File: config.mk
export PLATFORM = sky130hd
export DESIGN_NAME = pwm_scaled_timer
export DESIGN_NICKNAME = d
export VERILOG_FILES = /design/src/rtl/pwm_timer_pkg.sv /design/src/rtl/pwm_count.sv /design/src/rtl/pwm_cmp.sv /design/src/rtl/pwm_regs.sv /design/src/rtl/pwm_scaled_timer.sv
export SDC_FILE = /design/constraint.sdc
export NUM_CORES = 1
export LEC_CHECK = 0
export BUFFER_PORTS_ARGS = -buffer_cell sky130_fd_sc_hd__clkbuf_2
export CAP_MARGIN = 20
export CORE_MARGIN = 1.5
export CORE_UTILIZATION = 35
export CTS_CLUSTER_DIAMETER = 30
export CTS_CLUSTER_SIZE = 25
export DETAILED_ROUTE_END_ITERATION = 8
export MAX_ROUTING_LAYER = met4
export SETUP_SLACK_MARGIN = 0.2
export SLEW_MARGIN = 40
export SYNTH_ARGS = -nofsm -noshare
export SYNTH_HDL_FRONTEND = slang
export SYNTH_SLANG_ARGS = --single-unit
File: constraint.sdc
create_clock -name clk -period 5.1 [get_ports clk]
set_input_delay 0.51 -clock clk [delete_from_list [all_inputs] [get_ports clk]]
set_output_delay 0.51 -clock clk [all_outputs]
set_load 0.03 [all_outputs]
File: src/rtl/pwm_timer_pkg.sv
package pwm_timer_pkg;

    localparam int ADDR_W  = 8;
    localparam int DATA_W  = 32;
    localparam int SCALE_W = 4;

    // register map
    localparam logic [ADDR_W-1:0] A_CFG    = 8'h00;
    localparam logic [ADDR_W-1:0] A_COUNT  = 8'h08;
    localparam logic [ADDR_W-1:0] A_WINDOW = 8'h10;
    localparam int                CMP_BASE = 32'h20;
    localparam int                CMP_STEP = 4;

    // configuration word bit positions
    localparam int B_STICKY = 8;
    localparam int B_ZCRST  = 9;
    localparam int B_RUNALL = 12;
    localparam int B_RUN1   = 13;
    localparam int B_PEND   = 28;

    typedef struct packed {
        logic               run_one;
        logic               run_all;
        logic               zc_rst;
        logic               sticky;
        logic [SCALE_W-1:0] scale;
    } pwm_cfg_t;

    function automatic logic [ADDR_W-1:0] cmp_addr(input int idx);
        return ADDR_W'(CMP_BASE + CMP_STEP * idx);
    endfunction

endpackage

File: src/rtl/pwm_count.sv
module pwm_count
    import pwm_timer_pkg::*;
#(
    parameter int CMP_W = 16,
    parameter int CNT_W = 31
) (
    input  logic             clk,
    input  logic             rst_n,
    input  pwm_cfg_t         cfg,
    input  logic [CMP_W-1:0] cmp0,
    input  logic             load_en,
    input  logic [CNT_W-1:0] load_val,
    output logic [CNT_W-1:0] cnt,
    output logic [CMP_W-1:0] window,
    output logic             period_end
);

    typedef struct packed {
        logic [CNT_W-1:0] cnt;
    } cnt_st_t;

    cnt_st_t          st_d, st_q;
    logic             running;
    logic [CNT_W-1:0] cnt_inc;
    logic [CMP_W-1:0] win_now;
    logic [CMP_W-1:0] win_inc;
    logic             zc_fire;
    logic             wrap;

    always_comb begin
        st_d    = st_q;
        running = cfg.run_all | cfg.run_one;
        cnt_inc = st_q.cnt + 1'b1;
        win_now = CMP_W'(st_q.cnt >> cfg.scale);
        win_inc = CMP_W'(cnt_inc >> cfg.scale);
        zc_fire = running && cfg.zc_rst && (win_now >= cmp0);
        wrap    = running && (win_inc == '0) && (win_now != '0);
        period_end = !load_en && (zc_fire || wrap);

        if (load_en) begin
            st_d.cnt = load_val;
        end else if (zc_fire) begin
            st_d.cnt = '0;
        end else if (running) begin
            st_d.cnt = cnt_inc;
        end
    end

    always_ff @(posedge clk or negedge rst_n) begin
        if (!rst_n) begin
            st_q <= '0;
        end else begin
            st_q <= st_d;
        end
    end

    assign cnt    = st_q.cnt;
    assign window = win_now;

endmodule

File: src/rtl/pwm_cmp.sv
module pwm_cmp #(
    parameter int NUM_CH = 4,
    parameter int CMP_W  = 16
) (
    input  logic                         clk,
    input  logic                         rst_n,
    input  logic [CMP_W-1:0]             window,
    input  logic [NUM_CH-1:0][CMP_W-1:0] cmp,
    output logic [NUM_CH-1:0]            hit_nxt,
    output logic [NUM_CH-1:0]            hit_q
);

    typedef struct packed {
        logic [NUM_CH-1:0] hit;
    } cmp_st_t;

    cmp_st_t st_d, st_q;

    for (genvar g = 0; g < NUM_CH; g++) begin : g_ch
        assign hit_nxt[g] = (window >= cmp[g]);
    end

    always_comb begin
        st_d     = st_q;
        st_d.hit = hit_nxt;
    end

    always_ff @(posedge clk or negedge rst_n) begin
        if (!rst_n) begin
            st_q <= '0;
        end else begin
            st_q <= st_d;
        end
    end

    assign hit_q = st_q.hit;

endmodule

File: src/rtl/pwm_regs.sv
module pwm_regs
    import pwm_timer_pkg::*;
#(
    parameter int NUM_CH = 4,
    parameter int CMP_W  = 16
) (
    input  logic                         clk,
    input  logic                         rst_n,
    input  logic                         we,
    input  logic [ADDR_W-1:0]            addr,
    input  logic [DATA_W-1:0]            wdata,
    input  logic                         once_done,
    input  logic [NUM_CH-1:0]            hit_nxt,
    input  logic [NUM_CH-1:0]            hit_q,
    output pwm_cfg_t                     cfg,
    output logic [NUM_CH-1:0][CMP_W-1:0] cmp,
    output logic [NUM_CH-1:0]            pend
);

    typedef struct packed {
        pwm_cfg_t                     cfg;
        logic [NUM_CH-1:0][CMP_W-1:0] cmp;
        logic [NUM_CH-1:0]            pend;
    } reg_st_t;

    reg_st_t st_d, st_q;
    logic    cfg_wr;
    logic    pend_base;

    always_comb begin
        st_d      = st_q;
        cfg_wr    = we && (addr == A_CFG);
        pend_base = 1'b0;

        if (once_done) begin
            st_d.cfg.run_one = 1'b0;
        end
        if (cfg_wr) begin
            st_d.cfg.scale   = wdata[SCALE_W-1:0];
            st_d.cfg.sticky  = wdata[B_STICKY];
            st_d.cfg.zc_rst  = wdata[B_ZCRST];
            st_d.cfg.run_all = wdata[B_RUNALL];
            st_d.cfg.run_one = wdata[B_RUN1];
        end

        for (int i = 0; i < NUM_CH; i++) begin
            if (we && (addr == cmp_addr(i))) begin
                st_d.cmp[i] = wdata[CMP_W-1:0];
            end
        end

        for (int i = 0; i < NUM_CH; i++) begin
            pend_base = cfg_wr ? wdata[B_PEND + i] : st_q.pend[i];
            if (st_d.cfg.sticky) begin
                st_d.pend[i] = pend_base | (hit_nxt[i] & ~hit_q[i]);
            end else begin
                st_d.pend[i] = hit_nxt[i];
            end
        end
    end

    always_ff @(posedge clk or negedge rst_n) begin
        if (!rst_n) begin
            st_q.cfg  <= '0;
            st_q.cmp  <= '1;
            st_q.pend <= '0;
        end else begin
            st_q <= st_d;
        end
    end

    assign cfg  = st_q.cfg;
    assign cmp  = st_q.cmp;
    assign pend = st_q.pend;

endmodule

File: src/rtl/pwm_scaled_timer.sv
module pwm_scaled_timer
    import pwm_timer_pkg::*;
#(
    parameter int NUM_CH = 4,
    parameter int CMP_W  = 16
) (
    input  logic              clk,
    input  logic              rst_n,
    input  logic [7:0]        reg_addr,
    input  logic [31:0]       reg_wdata,
    input  logic              reg_we,
    output logic [31:0]       reg_rdata,
    output logic [NUM_CH-1:0] pwm_n
);

    localparam int CNT_W = CMP_W + (1 << SCALE_W) - 1;

    pwm_cfg_t                     cfg_val;
    logic [NUM_CH-1:0][CMP_W-1:0] cmp_val;
    logic [NUM_CH-1:0]            pend_val;
    logic [CNT_W-1:0]             cnt_val;
    logic [CMP_W-1:0]             win_val;
    logic                         period_end;
    logic [NUM_CH-1:0]            hit_nxt;
    logic [NUM_CH-1:0]            hit_q;
    logic                         cnt_load;
    logic                         cfg_wr;
    logic                         run_en;
    logic                         once_en;
    logic                         zc_en;
    logic                         sticky_en;

    assign cnt_load  = reg_we && (reg_addr == A_COUNT);
    assign cfg_wr    = reg_we && (reg_addr == A_CFG);
    assign run_en    = cfg_val.run_all | cfg_val.run_one;
    assign once_en   = cfg_val.run_one;
    assign zc_en     = cfg_val.zc_rst;
    assign sticky_en = cfg_val.sticky;

    pwm_regs #(
        .NUM_CH (NUM_CH),
        .CMP_W  (CMP_W)
    ) u_regs (
        .clk       (clk),
        .rst_n     (rst_n),
        .we        (reg_we),
        .addr      (reg_addr),
        .wdata     (reg_wdata),
        .once_done (period_end),
        .hit_nxt   (hit_nxt),
        .hit_q     (hit_q),
        .cfg       (cfg_val),
        .cmp       (cmp_val),
        .pend      (pend_val)
    );

    pwm_count #(
        .CMP_W (CMP_W),
        .CNT_W (CNT_W)
    ) u_count (
        .clk        (clk),
        .rst_n      (rst_n),
        .cfg        (cfg_val),
        .cmp0       (cmp_val[0]),
        .load_en    (cnt_load),
        .load_val   (reg_wdata[CNT_W-1:0]),
        .cnt        (cnt_val),
        .window     (win_val),
        .period_end (period_end)
    );

    pwm_cmp #(
        .NUM_CH (NUM_CH),
        .CMP_W  (CMP_W)
    ) u_cmp (
        .clk     (clk),
        .rst_n   (rst_n),
        .window  (win_val),
        .cmp     (cmp_val),
        .hit_nxt (hit_nxt),
        .hit_q   (hit_q)
    );

    assign pwm_n = ~hit_q;

    always_comb begin
        reg_rdata = '0;
        if (reg_addr == A_CFG) begin
            reg_rdata[SCALE_W-1:0]             = cfg_val.scale;
            reg_rdata[B_STICKY]                = cfg_val.sticky;
            reg_rdata[B_ZCRST]                 = cfg_val.zc_rst;
            reg_rdata[B_RUNALL]                = cfg_val.run_all;
            reg_rdata[B_RUN1]                  = cfg_val.run_one;
            reg_rdata[B_PEND +: NUM_CH]        = pend_val;
        end else if (reg_addr == A_COUNT) begin
            reg_rdata = DATA_W'(cnt_val);
        end else if (reg_addr == A_WINDOW) begin
            reg_rdata = DATA_W'(win_val);
        end else begin
            for (int i = 0; i < NUM_CH; i++) begin
                if (reg_addr == cmp_addr(i)) begin
                    reg_rdata = DATA_W'(cmp_val[i]);
                end
            end
        end
    end

endmodule

Yosys cells after proc, flatten, opt, wreduce, memory -nomap -nowiden
Index checks and enable logic that the tools add are counted.

storage, ports and cells
  flip-flop bits (word level) = 111
  input bits = 43
  output and inout bits = 36
  word-level logic and storage cells = 83

operators by class
  $add $sub $neg = 1
  $lt $le $gt $ge = 4
  eq/ne operators = 6
  shift operators = 2
  muxes and demuxes = 26
  bitwise operators = 14
  reduce and logical (&&, ||, !) cells = 18

operators with widths
  cell                                                 count
  two-way mux 32 bit                                   5
  two-way mux 31 bit                                   3
  greater-or-equal comparator 16 bit                   4
  >> shifter 31 x 4 -> 16 bit                          2
  equality test 8 x 6 -> 1 bit, second input constant  4
  adder 31 x 1 -> 31 bit, second input constant        1
  zero test 16 bit                                     1
  two-way mux 16 bit                                   1
  nonzero test 16 bit                                  1
  two-way mux 14 bit                                   1
  two-way mux 4 bit                                    3
  logical AND 1 bit                                    11
  two-way mux 1 bit                                    9
  equality test 8 x 4 -> 1 bit, second input constant  1
  equality test 8 x 5 -> 1 bit, second input constant  1
  zero test 8 bit                                      1
  two-way mux 8 bit                                    1
  two-way mux 2 bit                                    3
  OR 1 bit                                             5
  bitwise AND 1 bit                                    4
  inverter 1 bit                                       4
  inverter 4 bit                                       1
  nonzero test 3 bit                                   1
  nonzero test 2 bit                                   1
  2 further kinds                                      2

Depth between registers and ports, before layout
Gate-level depths: netlist (run 1).

  depth after elaboration = 10
  depth in mapped cells = 20
  gate-level depth less buffers = 14

Hierarchy
Synthesis (run 1) repeated with hierarchy kept, for this count alone.

unflattened totals
  cells, all modules = 1209
  area total of the unflattened synthesis = 10765.3 um^2

by module, submodules not included
  module            instances  cells each  area each (um^2)  sequential area each (um^2)
  pwm_count         1          658         4673.2            775.7
  pwm_regs          1          191         3234.4            1981.9
  pwm_cmp           1          218         1706.6            100.1
  pwm_scaled_timer  1          142         1151.1            0.0

Least setup slack after synthesis (run 1)
OpenSTA, ideal clock, no wires.

  path kind = register -> register
  from = reg u_regs.cfg[0] (netlist name)
  to = reg u_count.st_q, in the netlist u_count.cnt[7]
  library setup time = 0.082 ns
  arrival time = 4.159 ns
  required time = 5.018 ns
  setup slack = 0.859 ns
  stages on the path, launching flop included = 19
  buffers on the path = 7
  clock period less this slack = 4.241 ns
  path through = dfrtp_1 > clkbuf_1 > clkbuf_1 > buf_2 > clkbuf_1 > buf_1 > nor2_1 > a31oi_1 > ha_1 > a21o_1 > a21oi_1 > and3_1 > o211ai_1 > and3_1 > clkbuf_1 > nor2_1 > clkbuf_1 > nand3b_1 > a31oi_1

on the way
  word-level cells in the longest chain between the ends = 5
  elaborated cells between the ends (all ways) = 6
  those cells by class = order compare: 1; shift: 1; mux: 2; reduce/logical: 2

ends and longest elaborated chain
  element                               line             text
  >> shifter 31 x 4 -> 16 bit *         pwm_count.sv:34  win_now = CMP_W'(st_q.cnt >> cfg.scale);
  greater-or-equal comparator 16 bit *  pwm_count.sv:36  zc_fire = running && cfg.zc_rst && (win_now >= cmp0);
  logical AND 1 bit *                   pwm_count.sv:36
  two-way mux 31 bit                    pwm_count.sv:42  end else if (zc_fire) begin
  two-way mux 31 bit                    pwm_count.sv:40  if (load_en) begin
  to (signal assigned)                  pwm_count.sv:53  st_q <= st_d;
  to (decl)                             pwm_count.sv:22  cnt_st_t st_d, st_q;

Mark *: on every way between the ends. The rest lies on a longest branch, timed or not.
A chain may end at the register's enable or synchronous reset.

Worst setup path after layout (run 1)
  from = reg u_regs.cfg[3] (netlist name)
  to = reg u_count.st_q, in the netlist u_count.cnt[10]

on the way
  word-level cells in the longest chain between the ends = 5
  elaborated cells between the ends (all ways) = 6
  those cells by class = order compare: 1; shift: 1; mux: 2; reduce/logical: 2

ends and longest elaborated chain
  element                               line
  >> shifter 31 x 4 -> 16 bit *         pwm_count.sv:34
  greater-or-equal comparator 16 bit *  pwm_count.sv:36
  logical AND 1 bit *                   pwm_count.sv:36
  two-way mux 31 bit                    pwm_count.sv:42
  two-way mux 31 bit                    pwm_count.sv:40

Marked as above.

==> qor.txt, run 1 <==
Arr. time, crit path: 4730 ps
Clock Latency Late Sink: 370 ps
Leak: 0.00452 uW
fin. max-slew vios: 0
drt pass-1 iters: 5
post-layout net count: 1,262
synthesized area per cell: 8.88 sq um
post-synthesis register bit count: 111
Synth Area in XOR/XNOR: 2.19%
PwrDens: 323 nW/um^2
Via Count: 9,190
Yosys top cell area share: 16.8%
fraction of layout cells with a size suffix above 1: 27.2%
DR vias/cell: 5.98
cts-stage hold buffer count: 0
RSZ-0062 raised after global routing: no
relative slew slack: 42.6%
routed wire length: 32,900 microns
pre-CTS WS: 622 ps
most frequent cells in the layout: 104 x nand2_1, 85 x mux2_2, 81 x inv_1, 79 x o21ai_0, 77 x clkbuf_2
num rows: 61
I/O Buffers: 78
Worst Skew: 11.4 ps
commonest non-fill, non-tap cell in the layout: nand2_1
I/O pin total: 79
largest family of logic cells by synthesized area: compound AO/OA/AOI/OAI gates
Iter 0 DRT Violations: 715
Synth Area in Compound Gates: 18.9%
ANT cells: 0
wire per inst: 21.4 microns
Layout area overhead: 10.3%
vias in the first global route: 8,917
CTS H-Tree Depth: 3
Mapped Nets: 1,235
synth top area cells: dfstp_2 17%, dfrtp_1 12%, mux2_2 9.6%
Die Ht: 172 microns
GPL Wtd Cong: 0.953
Fmax: 225 MHz
post-synthesis cell area: 10,000 sq um
gate count of the mapped netlist: 1,127
area of the core: 27,900 sq um
Adder-Cell Fraction of Synth Area: 8.12%
CTS sink cnt: 111
setup violators final: 0
cts bufs inserted: 9
Setup crit start kind: flip-flop
Clock transition at path regs: 80 ps
Main synth FF type: dfstp_2
Initial Util: 35.8%
largest net degree at the start of global routing: 72
setup ws final: 649 ps
critical path fanouts, max: 18
Yosys Warn Count: 0
Post-Place Cell Area: 10,700 sq um
Hold WC Path Type: in -> async
ANT nets after route: 0
Period minus WS final: 4450 ps
Post-synth EDFFs: 0
cell type with the largest total area after synthesis: dfstp_2
post-synthesis mux area share: 18.7%
Critical Path End Type: flip-flop
Die W: 172 microns
Overall Global Routing Usage: 23.5%
worst slew pin tran: 853 ps
Final Cycle Share: 87.3%
Distinct cells, synth: 75
sequential area share after synthesis: 28.5%
first-pass GRT wire length: 51,300 microns
initial antenna violation count: 0
CTS max path bufs: 2
die area: 29,600 sq um
Post-route DRC: 0
Peak VDD IR: 0.190 mV
final hold violations: 0
grt total ovfl: 0
CTS tree: yes
Worst EP required: 5380 ps
ys async rst share: 100%
simple-gate share of the synthesized area: 16.8%
post-route cell area: 11,000 sq um
Setup TNS: 0 ps
kind of critical path: reg -> reg
Max Cap Viol: 0
clock root buffer: clkbuf_16
dpl hpwl: 24,300 microns
outcome: completed
[kinds of logic (layout without fill, tap and decap cells)]
| logic type | after synthesis | count (layout) |
|---|---|---|
| mux | 143 | 143 |
| xor+xnor | 25 | 25 |
| fa+ha+maj | 65 | 65 |
| flops | 111 | 111 |
| compound gates | 281 | 281 |
| buf+inv | 166 | 198 |
| simple gates | 336 | 336 |
[routing by layer]
metal	vias up	track usage [%]	share of wire (%)	routed length [microns]
met5	-	-	0	0
met4	0	9.49	3.4	1130
met3	68	3.64	6.4	2100
met2	388	36.7	46	15200
met1	4559	30.3	44	14400
li1	4175	-	-	-
[state kept, by name, summed over array words and instances (netlist names)]
| name | count |
|---|---|
| u_regs.cmp | 64 |
| u_count.cnt | 31 |
| u_regs.cfg | 8 |
| u_cmp.hit_q | 4 |
| u_regs.pend | 4 |
[synthesized netlist by cell type, types with 31 or more instances]
cell type,n
mux2i_1,31
dfrtp_1,47
a21oi_1,44
nand2_1,107
inv_1,81
a21o_1,41
ha_1,65
o21ai_0,79
clkbuf_1,56
nor2_1,74
mux2_2,85
dfstp_2,64
[report_power, final]
part           internal, uW  switching, uW
registers              1000            253
clock network           457            362
logic                   646            847
total                  2100           1460
[worst max-delay path, stage by stage (launching register included)]
cell and delay [ps]:
dfrtp_1 550, buf_4 330, mux4_2 540, nand2_1 80, o21ai_0 130, mux2_2 370
ha_1 310, a21o_1 180, a21o_1 170, a21oi_1 210, and3_1 190, o211ai_1 110
and3_1 440, nor2_1 170, buf_4 270, a22oi_1 120, o21ai_0 170
[layout make-up]
class / instances / area (sq um)
Clock buffer: 13 / 293
Inverter: 82 / 308
Multi-Input combinational cell: 850 / 6500
Timing Repair Buffer: 100 / 562
Clock inverter: 3 / 43.8
Tap cell: 378 / 473
Sequential cell: 111 / 2860
Fill cell: 2846 / 16900
[final timing paths]
kind                            slack (ps)     startpoint  cells past startpoint         endpoint
max in group asynchronous             3960          rst_n                      2   u_regs.cmp[47]
min in group clk                       340  reg_wdata[21]                      3  u_count.cnt[21]
worst max-delay path                   650  u_regs.cfg[3]                     16  u_count.cnt[10]
worst min register to register         570  u_regs.cfg[5]                      1    u_regs.cfg[5]
worst max register to register         650  u_regs.cfg[3]                     16  u_count.cnt[10]
worst min-delay path                   180          rst_n                      1    u_regs.cfg[2]
[metrics by stage]
| stage | instances | util (%) | hold slack [ps] | total power, uW |
|---|---|---|---|---|
| floorplan | 1127 | - | 214 | 2280 |
| global placement | 1521 | 38.2 | 540 | 2700 |
| detailed placement | 1521 | 38.3 | 552 | 2720 |
| CTS | 1537 | 39.5 | 188 | 3550 |
| global route | 1537 | 39.5 | 210 | 3800 |
| finish | 1537 | 39.5 | 175 | 3570 |
[what timing repair did]
action,CTS,global route
buffers inserted,0,0
setup endpoints to repair,0,16
gates resized for setup,0,1
Power figures use the tool's default switching activity.
==> run 2: changes to the inputs <==
ABC_AREA = 1   (was default)
CORE_UTILIZATION = 50   (was 35)
PLACE_DENSITY = 0.68   (was default)
==> qor.txt, run 2 <==
setup slack, reg-to-reg: 760 ps
Leak: 0.00515 uW
routed wire length: 37,100 microns
Fmax: 231 MHz
Setup crit start kind: flip-flop
I/O Buffers: 78
CTS max path bufs: 2
post-synthesis register bit count: 111
fillcell total: 2,066
ANT cells: 0
CP Launch Point: u_regs.cfg[0]
Yosys Warn Count: 0
Main synth FF type: dfstp_2
Worst Skew: 19.0 ps
most frequent cells in the layout: 483 x nand2_1, 197 x inv_1, 170 x o21ai_0, 146 x nand3_1, 96 x nor2_1
Hold WC Path Type: in -> async
Distinct cells, synth: 44
Mapped Nets: 1,666
Period minus WS final: 4340 ps
critical path fanouts, max: 66
DR vias/cell: 5.75
Final Hold Slack: 186 ps
Iter 0 DRT Violations: 1,094
Initial Util: 50.9%
Setup TNS: 0 ps
fin. max-slew vios: 0
post-CTS setup buffer count: 0
Die Ht: 144 microns
ys async rst share: 100%
commonest non-fill, non-tap cell in the layout: nand2_1
Max Cap Viol: 0
setup violators final: 0
top cells by count, synth: 487 x nand2_1, 197 x inv_1, 170 x o21ai_0
outcome: completed
dpl hpwl: 28,800 microns
kind of critical path: reg -> reg
post-CTS resize count: 0
area of the core: 19,400 sq um
Clock Latency Late Sink: 370 ps
Yosys top cell area share: 18.5%
post-synthesis cell area: 9870 sq um
die area: 20,600 sq um
Worst EP required: 5400 ps
Post-route DRC: 0
CTS sink cnt: 111
Die W: 144 microns
Post-synth EDFFs: 0
pre-CTS WS: 941 ps
grt total ovfl: 0
first-pass GRT wire length: 56,600 microns
max reg flops: 64
most common cell in the synthesized netlist: nand2_1
CTS H-Tree Depth: 3
GPL Wtd Cong: 1.03
initial antenna violation count: 0
ANT nets after route: 0
Critical Path End Type: flip-flop
Layout area overhead: 9.59%
reg2reg start: u_regs.cfg[0]
largest net degree at the start of global routing: 72
worst setup path endpoint: u_count.cnt[13]
num rows: 51
fraction of layout cells with a size suffix above 1: 13.8%
worst slew pin tran: 820 ps
Post-Place Cell Area: 10,500 sq um
RSZ-0062 raised after global routing: no
setup ws final: 763 ps
Via Count: 10.8k
cell type with the largest total area after synthesis: nand2_1
wire per inst: 19.8 microns
I/O pin total: 79
final hold violations: 0
Peak VDD IR: 0.249 mV
post-layout net count: 1,710
post-route cell area: 10,800 sq um
vias in the first global route: 9,676
synth top area cells: nand2_1 19%, dfstp_2 17%, dfrtp_1 12%
synthesized area per cell: 6.34 sq um
CTS tree: yes
Top reg by flops: u_regs.cmp
drt pass-1 iters: 5
gate count of the mapped netlist: 1,558
cts-stage hold buffer count: 0
sequential area share after synthesis: 28.9%
Core Util, Final: 55.8%
PwrDens: 455 nW/um^2
R2R depth: 26
Final Cycle Share: 85.0%
clock root buffer: clkbuf_16
Overall Global Routing Usage: 38.1%
r2r endpoint: u_count.cnt[13]
Arr. time, crit path: 4640 ps
relative slew slack: 45.2%
cts bufs inserted: 9
Clock transition at path regs: 90 ps
==> run 2: layout make-up <==
| cell class | instances | area (sq um) | share of cell area (%) |
|---|---|---|---|
| Clock inverter | 5 | 53.8 | 0.497 |
| Multi-Input combinational cell | 1178 | 5980 | 55.2 |
| Tap cell | 265 | 332 | 3.06 |
| Inverter | 204 | 766 | 7.08 |
| Timing Repair Buffer | 98 | 572 | 5.28 |
| Clock buffer | 11 | 264 | 2.44 |
| Sequential cell | 111 | 2860 | 26.4 |
==> run 2: how the worst min path moves through the flow <==
stage / from / end / slack (ps)
after floorplan: rst_n / u_cmp.hit_q[0] / 210
final: rst_n / u_count.cnt[23] / 190
after global placement: u_regs.cmp[31] / u_regs.cmp[31] / 480
after global routing: rst_n / u_count.cnt[23] / 220
after CTS: rst_n / u_count.cnt[23] / 190
after detailed placement: u_regs.cmp[52] / u_regs.cmp[52] / 490
==> run 2: metrics by stage <==
step	std cells	power [uW]
6_report	1872	4930
5_1_grt	1872	5360
4_1_cts	1872	4860
3_5_place_dp	1856	4070
3_3_place_gp	1856	4050
2_1_floorplan	1558	3200
==> run 2: report_power, final <==
part           leakage, uW  switching, uW  internal, uW
Combinational      0.00381           1840           896
Clock             0.000157            381           388
Sequential         0.00119            335          1080
Total              0.00515           2560          2370
==> run 2: kinds of logic after synthesis <==
kind of cell,share of synthesized area (%)
flops,28.9
xor+xnor,0.697
simple gates,34.5
buf+inv,10.6
compound gates,17.0
fa+ha+maj,8.24
==> run 2: metal layers <==
metal  wire [microns]  share of wire, %  global-route usage, %
met1            17000                46                   55.4
met4             1100               3.0                   11.9
met2            14500                39                   49.8
met3             4540                12                   11.1
met5                0                 0                      -
==> run 2: critical path: stages, from the launching register on <==
cell and delay, ps:
dfrtp_2 520, buf_12 240, o21ai_0 470, nand2_1 130, nand3_1 120, nand2_1 90
nand2_1 100, nand2_1 220, ha_1 380, nand2_1 50, o21ai_0 150, nand2_1 70
nand2_1 60, nand2_1 50, nand2_1 50, nand2_1 40, nand2_1 80, nand2_1 60
nand2_1 60, nand2_1 40, nand2_1 100, nand3_1 100, nand2_1 100, nor2_1 70
inv_1 610, o21ai_0 200, inv_1 80
==> run 3: changes to the inputs <==
CORE_ASPECT_RATIO = 1.4   (was default)
PLACE_DENSITY = 0.64   (was 0.68)
SLEW_MARGIN = default   (was 40)
==> qor.txt, run 3 (same netlist as run 2, synthesis figures left out) <==
RSZ-0062 raised after global routing: no
I/O Buffers: 78
Die Ht: 169 microns
cts bufs inserted: 9
largest net degree at the start of global routing: 69
Peak VDD IR: 0.234 mV
wire per inst: 19.9 microns
Iter 0 DRT Violations: 850
DR vias/cell: 5.77
outcome: completed
Initial Util: 51.2%
final hold violations: 0
Clock transition at path regs: 80 ps
max reg flops: 64
Arr. time, crit path: 4690 ps
ANT nets after route: 0
post-route cell area: 10,800 sq um
setup slack, reg-to-reg: 660 ps
Core Util, Final: 55.9%
CTS max path bufs: 2
relative slew slack: 33.1%
ANT cells: 0
Top reg by flops: u_regs.cmp
kind of critical path: reg -> reg
fraction of layout cells with a size suffix above 1: 13.8%
Tot Pwr: 4800 uW
cts-stage hold buffer count: 0
Post-route DRC: 0
critical path fanouts, max: 39
Via Count: 10.7k
Layout area overhead: 9.30%
vias in the first global route: 10.2k
most used cell, CP: nand2_1
Overall Global Routing Usage: 37.3%
Setup TNS: 0 ps
Worst Skew: 11.1 ps
drt pass-1 iters: 8
Clock Latency Late Sink: 370 ps
fin cells: 1,860
Leak: 0.00515 uW
Hold WC Path Type: in -> async
Worst EP required: 5350 ps
CTS sink cnt: 111
most frequent cells in the layout: 487 x nand2_1, 196 x inv_1, 170 x o21ai_0, 146 x nand3_1, 96 x nor2_1
Post-Place Cell Area: 10,500 sq um
fin. max-slew vios: 0
fillcell total: 2,012
Final Cycle Share: 87.0%
Crit-path slowest cell: dfrtp_4
CTS H-Tree Depth: 3
first-pass GRT wire length: 56,200 microns
area of the core: 19,300 sq um
Max Cap Viol: 0
I/O pin total: 79
Setup crit start kind: flip-flop
clock root buffer: clkbuf_16
CTS tree: yes
commonest non-fill, non-tap cell in the layout: nand2_1
worst slew pin tran: 1000 ps
setup violators final: 0
initial antenna violation count: 0
num rows: 60
post-CTS resize count: 0
Fmax: 225 MHz
PwrDens: 445 nW/um^2
post-layout net count: 1,715
grt total ovfl: 0
die area: 20,600 sq um
Critical Path End Type: flip-flop
Die W: 122 microns
dpl hpwl: 28,600 microns
cell total after placement: 1,841
GPL Wtd Cong: 1.05
post-CTS setup buffer count: 0
Critical Path Max Stage Delay: 650 ps
routed wire length: 37,100 microns
Period minus WS final: 4440 ps
-- run 3: layer usage --
| layer | up-vias | global-route usage (%) | share of wire (%) |
|---|---|---|---|
| li1 | 5179 | - | - |
| met1 | 5031 | 40.9 | 38 |
| met2 | 399 | 65.5 | 51 |
| met3 | 118 | 3.33 | 4.6 |
| met4 | 0 | 21.1 | 6.3 |
| met5 | - | - | 0 |
-- run 3: path summary, 6_finish.rpt --
kind	depth (start not counted)	to	startpoint
min in group clk	3	u_regs.cfg[3]	reg_wdata[3]
max in group asynchronous	2	u_count.cnt[12]	rst_n
hold / removal	1	u_regs.cfg[3]	rst_n
setup / recovery	28	u_count.cnt[13]	u_regs.cfg[0]
hold reg to reg	2	u_regs.cmp[30]	u_regs.cmp[30]
setup reg to reg	28	u_count.cnt[13]	u_regs.cfg[0]
-- run 3: through the flow --
stage	hold slack, ps	worst slack (ps)
floorplan	214	1970
CTS	310	610
global placement	476	793
detailed placement	482	631
finish	290	664
global route	363	291
-- run 3: area by class of cell --
| cell class | instances | area, sq um | share of cell area (%) |
|---|---|---|---|
| Clock inverter | 6 | 53.8 | 0.498 |
| Tap cell | 248 | 310 | 2.88 |
| Inverter | 204 | 769 | 7.13 |
| Sequential cell | 111 | 2860 | 26.5 |
| Multi-Input combinational cell | 1178 | 5970 | 55.3 |
| Timing Repair Buffer | 103 | 603 | 5.59 |
| Clock buffer | 10 | 229 | 2.12 |
-- run 3: where the power goes --
| part | total [uW] | internal [uW] | switching, uW |
|---|---|---|---|
| logic | 2690 | 895 | 1800 |
| clock network | 721 | 342 | 379 |
| registers | 1390 | 1080 | 306 |
| total | 4800 | 2320 | 2480 |
-- run 3: worst max-delay path: cells and delay by family (launching register included) --
family                     cells  cell delay [ps]
and+or+nand+nor               19             1520
adders and majority gates      1              380
buffers and inverters          4             1060
AOI/OAI and AO/OA              4              670
DFF                            1              650
